`src/rtl/nco_baud_pkg.sv`:
```
package nco_baud_pkg;

    localparam int CTRL_W       = 32;
    localparam int STEP_W       = 16;
    localparam int STEP_LSB     = 16;
    localparam int PHASE_W      = 20;
    localparam int FRAME_BITS   = 10;
    localparam int TX_ON_BIT    = 0;
    localparam int RX_ON_BIT    = 1;

    typedef struct packed {
        logic [STEP_W-1:0] step;
        logic              rx_on;
        logic              tx_on;
    } nco_cfg_t;

    localparam nco_cfg_t CFG_RESET = '{step: '0, rx_on: 1'b0, tx_on: 1'b0};

    function automatic nco_cfg_t unpack_ctrl(input logic [CTRL_W-1:0] word);
        nco_cfg_t c;
        c.step  = word[STEP_LSB +: STEP_W];
        c.rx_on = word[RX_ON_BIT];
        c.tx_on = word[TX_ON_BIT];
        return c;
    endfunction

    function automatic logic cfg_running(input nco_cfg_t c);
        return c.tx_on | c.rx_on;
    endfunction

endpackage

```
`src/rtl/nco_cfg_reg.sv`:
```
module nco_cfg_reg
    import nco_baud_pkg::*;
(
    input  logic              clk,
    input  logic              rst,
    input  logic              wr_en,
    input  logic [CTRL_W-1:0] wr_data,
    output nco_cfg_t          cfg_q
);

    always_ff @(posedge clk) begin
        if (rst) begin
            cfg_q <= CFG_RESET;
        end else if (wr_en) begin
            cfg_q <= unpack_ctrl(wr_data);
        end
    end

endmodule

```
`src/rtl/nco_phase_acc.sv`:
```
module nco_phase_acc #(
    parameter int STEP_W  = 16,
    parameter int PHASE_W = 20
) (
    input  logic              clk,
    input  logic              rst,
    input  logic              run,
    input  logic [STEP_W-1:0] step,
    output logic              carry,
    output logic              tick_q
);

    localparam int PAD_W = PHASE_W + 1 - STEP_W;

    logic [PHASE_W-1:0] phase_q;
    logic [PHASE_W:0]   sum_w;

    // Widen both operands by one bit so the overflow lands in the top bit.
    assign sum_w = {1'b0, phase_q} + {{PAD_W{1'b0}}, step};
    assign carry = run & sum_w[PHASE_W];

    always_ff @(posedge clk) begin
        if (rst || !run) begin
            phase_q <= '0;
            tick_q  <= 1'b0;
        end else begin
            phase_q <= sum_w[PHASE_W-1:0];
            tick_q  <= sum_w[PHASE_W];
        end
    end

endmodule

```
`src/rtl/nco_frame_count.sv`:
```
module nco_frame_count #(
    parameter int FRAME_BITS = 10
) (
    input  logic clk,
    input  logic rst,
    input  logic run,
    input  logic advance,
    output logic done_q
);

    localparam int CNT_W = (FRAME_BITS > 1) ? $clog2(FRAME_BITS) : 1;
    localparam logic [CNT_W-1:0] LAST = CNT_W'(FRAME_BITS - 1);

    logic [CNT_W-1:0] cnt_q;
    logic             at_last;

    assign at_last = (cnt_q == LAST);

    always_ff @(posedge clk) begin
        if (rst || !run) begin
            cnt_q  <= '0;
            done_q <= 1'b0;
        end else begin
            done_q <= advance & at_last;
            if (advance) begin
                cnt_q <= at_last ? '0 : cnt_q + 1'b1;
            end
        end
    end

endmodule

```
`src/rtl/nco_baud_gen.sv`:
```
module nco_baud_gen
    import nco_baud_pkg::*;
(
    input  logic              clk,
    input  logic              rst,
    input  logic              ctrl_wr,
    input  logic [CTRL_W-1:0] ctrl_wdata,
    output logic              bit_tick,
    output logic              char_done
);

    nco_cfg_t          cfg_q;
    logic              run_w;
    logic [STEP_W-1:0] step_w;
    logic              carry_w;

    nco_cfg_reg u_cfg (
        .clk     (clk),
        .rst     (rst),
        .wr_en   (ctrl_wr),
        .wr_data (ctrl_wdata),
        .cfg_q   (cfg_q)
    );

    assign run_w  = cfg_running(cfg_q);
    assign step_w = cfg_q.step;

    nco_phase_acc #(
        .STEP_W  (STEP_W),
        .PHASE_W (PHASE_W)
    ) u_acc (
        .clk    (clk),
        .rst    (rst),
        .run    (run_w),
        .step   (step_w),
        .carry  (carry_w),
        .tick_q (bit_tick)
    );

    // The counter registers on the same edge as the tick,
    // so the two pulses line up in the same cycle.
    nco_frame_count #(
        .FRAME_BITS (FRAME_BITS)
    ) u_frame (
        .clk     (clk),
        .rst     (rst),
        .run     (run_w),
        .advance (carry_w),
        .done_q  (char_done)
    );

endmodule

```
`config.mk`:
```
export PLATFORM = sky130hd
export DESIGN_NAME = nco_baud_gen
export DESIGN_NICKNAME = d
export VERILOG_FILES = /design/src/rtl/nco_baud_pkg.sv /design/src/rtl/nco_cfg_reg.sv /design/src/rtl/nco_phase_acc.sv /design/src/rtl/nco_frame_count.sv /design/src/rtl/nco_baud_gen.sv
export SDC_FILE = /design/constraint.sdc
export NUM_CORES = 1
export LEC_CHECK = 0
export BUFFER_PORTS_ARGS = -buffer_cell sky130_fd_sc_hd__buf_2
export CAP_MARGIN = 20
export CORE_MARGIN = 4
export CORE_UTILIZATION = 57
export CTS_BUF_LIST = sky130_fd_sc_hd__clkbuf_8
export DETAILED_ROUTE_END_ITERATION = 8
export PLACE_DENSITY = 0.8
export REMOVE_ABC_BUFFERS = 1
export SYNTH_ARGS = -nofsm -noshare
export SYNTH_HDL_FRONTEND = slang
export SYNTH_SLANG_ARGS = --single-unit
```
`constraint.sdc`:
```
create_clock -name clk -period 2.33 [get_ports clk]
set_input_delay 0.1165 -clock clk [delete_from_list [all_inputs] [get_ports clk]]
set_output_delay 0.1165 -clock clk [all_outputs]
set_load 0.02 [all_outputs]
```
==> Yosys cells after proc, flatten, opt, wreduce, memory -nomap -nowiden <==
Cells that the tools add are included.
{ "op_classes": {"add_sub_neg": 2, "eq_ne": 1, "n_mux": 1, "n_bitwise": 3, "reduce_logical": 2} }
{ "op_table": {"columns": ["op", "n"], "rows": [
  ["20-bit by 16-bit adder with 21-bit output", 1],
  ["4-bit by 1-bit adder with 4-bit output, second input constant", 1],
  ["4-bit equality test, second input constant", 1],
  ["4-bit two-way mux", 1],
  ["1-bit bitwise AND", 2],
  ["1-bit logical NOT", 1],
  ["1-bit logical OR", 1],
  ["1-bit bitwise OR", 1]
]} }
{ "totals": {"ff_bits": 44, "input_bits": 35, "word_cells": 16} }

==> Logic depth before layout (Yosys ltp) <==
{ "logic_depth": {"depth_word": 3, "ltp_mapped": 8, "mapped_depth_nobuf": 8} }

==> By module <==
A second synthesis with hierarchy kept.
{ "unflattened": {"hier_cells": 261, "area_unflattened_um2": 2328.5} }
{ "modules_own_cells": {"columns": ["mod", "n_inst", "cells_each", "area_per_inst_um2", "seq_area_each_um2"], "rows": [
  ["nco_phase_acc", 1, 179, 1458.9, 420.4],
  ["nco_cfg_reg", 1, 58, 649.4, 360.3],
  ["nco_frame_count", 1, 23, 214.0, 100.1],
  ["nco_baud_gen", 1, 1, 6.3, 0.0]
]} }

==> Least setup slack after synthesis <==
Ideal clock, no wire load.
{ "synth_timing": {"kind": "register -> register", "from": "register u_cfg.cfg_q[2] (netlist name)", "to": "register u_frame.cnt_q[3]", "setup_ps": 133, "arrival_time_ps": 1952, "path_slack_ps": 245, "stages_incl_launch_ff": 9, "synth_period_minus_slack_ps": 2085, "cell_sequence": "dfxtp_1 ha_1 fa_1 a211oi_1 o21a_2 a211oi_1 nor2_1 mux2i_1 a31oi_1"} }
{ "synth_via": {"elab_chain_len": 2} }
{ "synth_lines": {"columns": ["element", "line", "rtl"], "rows": [
  ["20-bit by 16-bit adder with 21-bit output", "nco_phase_acc.sv:19", "assign sum_w = {1'b0, phase_q} + {{PAD_W{1'b0}}, step};"],
  ["1-bit bitwise AND", "nco_phase_acc.sv:20", "assign carry = run & sum_w[PHASE_W];"],
  ["end signal, assigned", "nco_frame_count.sv:26", "cnt_q <= at_last ? '0 : cnt_q + 1'b1;"],
  ["end, declared", "nco_frame_count.sv:14", "logic [CNT_W-1:0] cnt_q;"]
]} }
Every way passes these cells.
A chain may end at the register's enable or synchronous reset.

==> Final worst setup path <==
{ "layout_timing": {"from": "register u_cfg.cfg_q[2] (netlist name)", "to": "register u_acc.phase_q[18]"} }
{ "layout_via": {"elab_chain_len": 1} }
{ "layout_lines": {"columns": ["element", "line", "rtl"], "rows": [
  ["20-bit by 16-bit adder with 21-bit output", "nco_phase_acc.sv:19", null],
  ["end signal, assigned", "nco_phase_acc.sv:27", "phase_q <= sum_w[PHASE_W-1:0];"],
  ["end, declared", "nco_phase_acc.sv:15", "logic [PHASE_W-1:0] phase_q;"]
]} }
Every way passes these cells.

==> impl_results.md <==
- Post-synthesis area per instance: approximately 8.9 um^2
- Max Fclk: about 0.45 GHz
- Clock buffer depth: 2
- Gpl congestion: between 0.9 and 1
- Post-route antenna net violation count: 0
- Die X: 71.9 um
- Critical path, cell by cell: ha_1 -> fa_1 -> a211oi_1 -> o21a_2 -> buf_4 -> a21oi_2 -> o2111ai_1 -> xor2_1 -> nor2_1
- Total detailed-routing wirelength: about 4700 um
- Post-DP Area: roughly 2500 um^2
- Slew @ Worst Pin: roughly 0.54 ns
- Io pins: 37
- CP max-delay cell: fa_1
- Setup CP Type: flip-flop to flip-flop
- Max_cap viols: 0
- PnR worst setup slack: slightly above 0.1 ns
- First-pass GRT wire length: ~8000 um
- Placed insts: between 300 and 400
- Ant. Diodes: 0
- Post-synthesis sequential area ratio: around 38%
- TritonCTS clock tree: built
- Finished Core Util: about two thirds
- Crit. End Element: flip-flop
- Most instantiated cells after synthesis: dfxtp_1 (44), nor2_1 (42), mux2i_1 (22)
- Design Power: roughly 1.4 mW
- Total clock buffers created by CTS: 5
- Pins Over Slew Limit: 0
- Root Driver: clkbuf_8
- Static leakage: approximately 1.1 nW
- Final cell count without fillers: 332
- Synth async-reset ratio: 0%
- Fin nets: between 300 and 400
- Ys flop type: dfxtp_1
- Setup violations, final: 0
- Iter 0 DRT Violations: 129
- P&R area growth vs syn: 10.3%
- Global route overflow: 0
- Final Hold Fails: 0
- Core Area: 3800 um^2
- DIE AREA: between 5000 and 6000 um^2
- Yosys top cell area share: 37.9%
- Dpl ws: around 0.054 ns
- Post-Route Skew: roughly 0.0060 ns
- Router iterations before antenna repair: 4
- Number of synthesized register bits: 44
- Initial antenna violation count: 0
- Max stage delay on crit path: 0.43 ns
- Status: finished clean
- CP top delay family: compound AO/OA/AOI/OAI gates
- Final Cell Area: ~2600 um^2
- Vias in the first global route: about 1800
- Fin crit period: between 2 and 2.5 ns
- Post-synthesis cell type count: between 40 and 50
- Critical path buffer and inverter count: 1
- Hold buffers post-CTS: 0
- Via Count: between 1500 and 2000
- Leading post-synthesis cells by cell area: dfxtp_1 (38%), mux2i_1 (9.5%), ha_1 (8.6%), nor2_1 (6.8%), a21oi_1 (3.7%)
- Pin count of the biggest net entering global routing: 21
- Reg clk slew, reported paths: roughly 0.08 ns
- Post-route DRC: 0
- Layout cells sized above 1: 14.8%
- Cells after synthesis: 261
- VDD IR max: between 0.4 and 0.5 mV
- Slew margin rel.: about 64%
- DPL Wire Length: between 3000 and 4000 um
- Largest area contributor in the netlist: dfxtp_1
- I/O Buffers: 22
- EDFF count, synth: 0
- Fin crit share: between 90 and 100%
- FP Rows: 22
- Critical Path Source Type: flip-flop
- Hold WC Path Type: primary input to flip-flop
- Clk Latency, worst-skew pair: approximately 0.30 ns
- Wire length per cell: around 14 um
- PwrDens: 543 nW/um^2
- Clock Sinks: 44
- Fillers: ~320
- Initial Utilization: between 60% and 70%
- Htree depth: 2
- Yosys warning count: 0
- Mapped Area: between 2000 and 2500 um^2
- CP Max Fanout: 4
- Count leader, synth: dfxtp_1
- Critical path data arrival time: roughly 2.4 ns
- Die Y-Extent: a little over 70 um
- Gr usage total: about a fifth
- Routed vias/inst: between 5 and 6
- Required @ worst endpoint: 2.51 ns
-- repair_timing --
action | CTS | global route
endpoints found under the setup margin | 0 | 4
endpoints found under the hold margin | 0 | 0
gates resized for setup | 0 | 2
buffers inserted | 0 | 3
-- flip-flops by register name, indices dropped and copies added (netlist names) --
name / cells
u_cfg.cfg_q: 18
u_frame.cnt_q: 4
u_frame.done_q: 1
u_acc.phase_q: 20
u_acc.tick_q: 1
-- tightest hold or removal path, stage by stage --
cell     delay (ns)
buf_2          0.07
mux2i_1        0.05
nor2_1         0.07
-- cells in the final DEF (no fill, tap or decap), drive strengths merged, types with 2 or more instances in the layout --
master / Yosys / layout
o21a: 7 / 7
o21ai: 11 / 11
nand4: 4 / 4
nor4: 2 / 2
and4: 3 / 3
inv: 3 / 4
a31oi: 4 / 4
a21oi: 20 / 20
nor2b: 2 / 2
and2: 4 / 4
or2: 2 / 2
o211ai: 2 / 2
mux2i: 22 / 22
nand3: 7 / 7
or3: 3 / 3
dfxtp: 44 / 44
clkbuf: 4 / 5
xnor2: 7 / 7
a21o: 5 / 5
nor2: 42 / 42
buf: 6 / 26
nand2: 16 / 16
a211oi: 3 / 3
ha: 16 / 16
xor2: 7 / 7
nor3: 5 / 5
-- cell families (layout without fill, tap and decap cells) --
family	count (synthesis)	count (layout)	share of synthesized area, %
buf+inv	13	36	2.53
fa+ha+maj	17	17	9.47
mux	22	22	9.47
simple gates	94	94	19.3
compound gates	57	57	16.1
flops	44	44	37.9
xor+xnor	14	14	5.27
-- per-stage QoR --
stage                     TNS, ns  hold slack (ns)
final                           0           0.0488
after global placement          0            0.348
after CTS                       0           0.0485
after detailed placement        0            0.359
after floorplan                 0            0.189
after global routing      -0.0207           0.0563
-- layout make-up --
class                      count  area, um^2  area share (%)
multi-input combinational    204        1400            54.4
clock buffer                   5        68.8            2.68
clock inverter                 2        8.76           0.341
tap                           48        60.1            2.34
timing repair buffer          26         140            5.46
sequential                    44         881            34.3
inverter                       3        11.3           0.439
-- metal layers --
layer | GRT usage (%) | up-vias | wire length (um)
met5 | 0 | - | 0
met3 | 3.79 | 7 | 270
met4 | 6.47 | 0 | 85
met2 | 34.3 | 47 | 2260
met1 | 22.5 | 882 | 2050
li1 | - | 973 | -
-- path summary, 6_finish.rpt --
check                              start                            to  slack [ns]  cells after the start
max          u_cfg.cfg_q[2]$_SDFFE_PP0P_  u_acc.phase_q[18]$_SDFF_PP0_        0.10                      9
min                       ctrl_wdata[29]  u_cfg.cfg_q[15]$_SDFFE_PP0P_        0.05                      3
max reg2reg  u_cfg.cfg_q[2]$_SDFFE_PP0P_  u_acc.phase_q[18]$_SDFF_PP0_        0.10                      9
min reg2reg  u_cfg.cfg_q[0]$_SDFFE_PP0P_   u_cfg.cfg_q[0]$_SDFFE_PP0P_        0.50                      2
-- where the power goes --
part | internal [mW] | leakage, nW | switching (mW)
Sequential | 0.777 | 0.359 | 0.0138
Clock | 0.200 | 0.0452 | 0.243
Combinational | 0.0669 | 0.714 | 0.0919
Total | 1.04 | 1.12 | 0.349
Power figures use the tool's default switching activity.
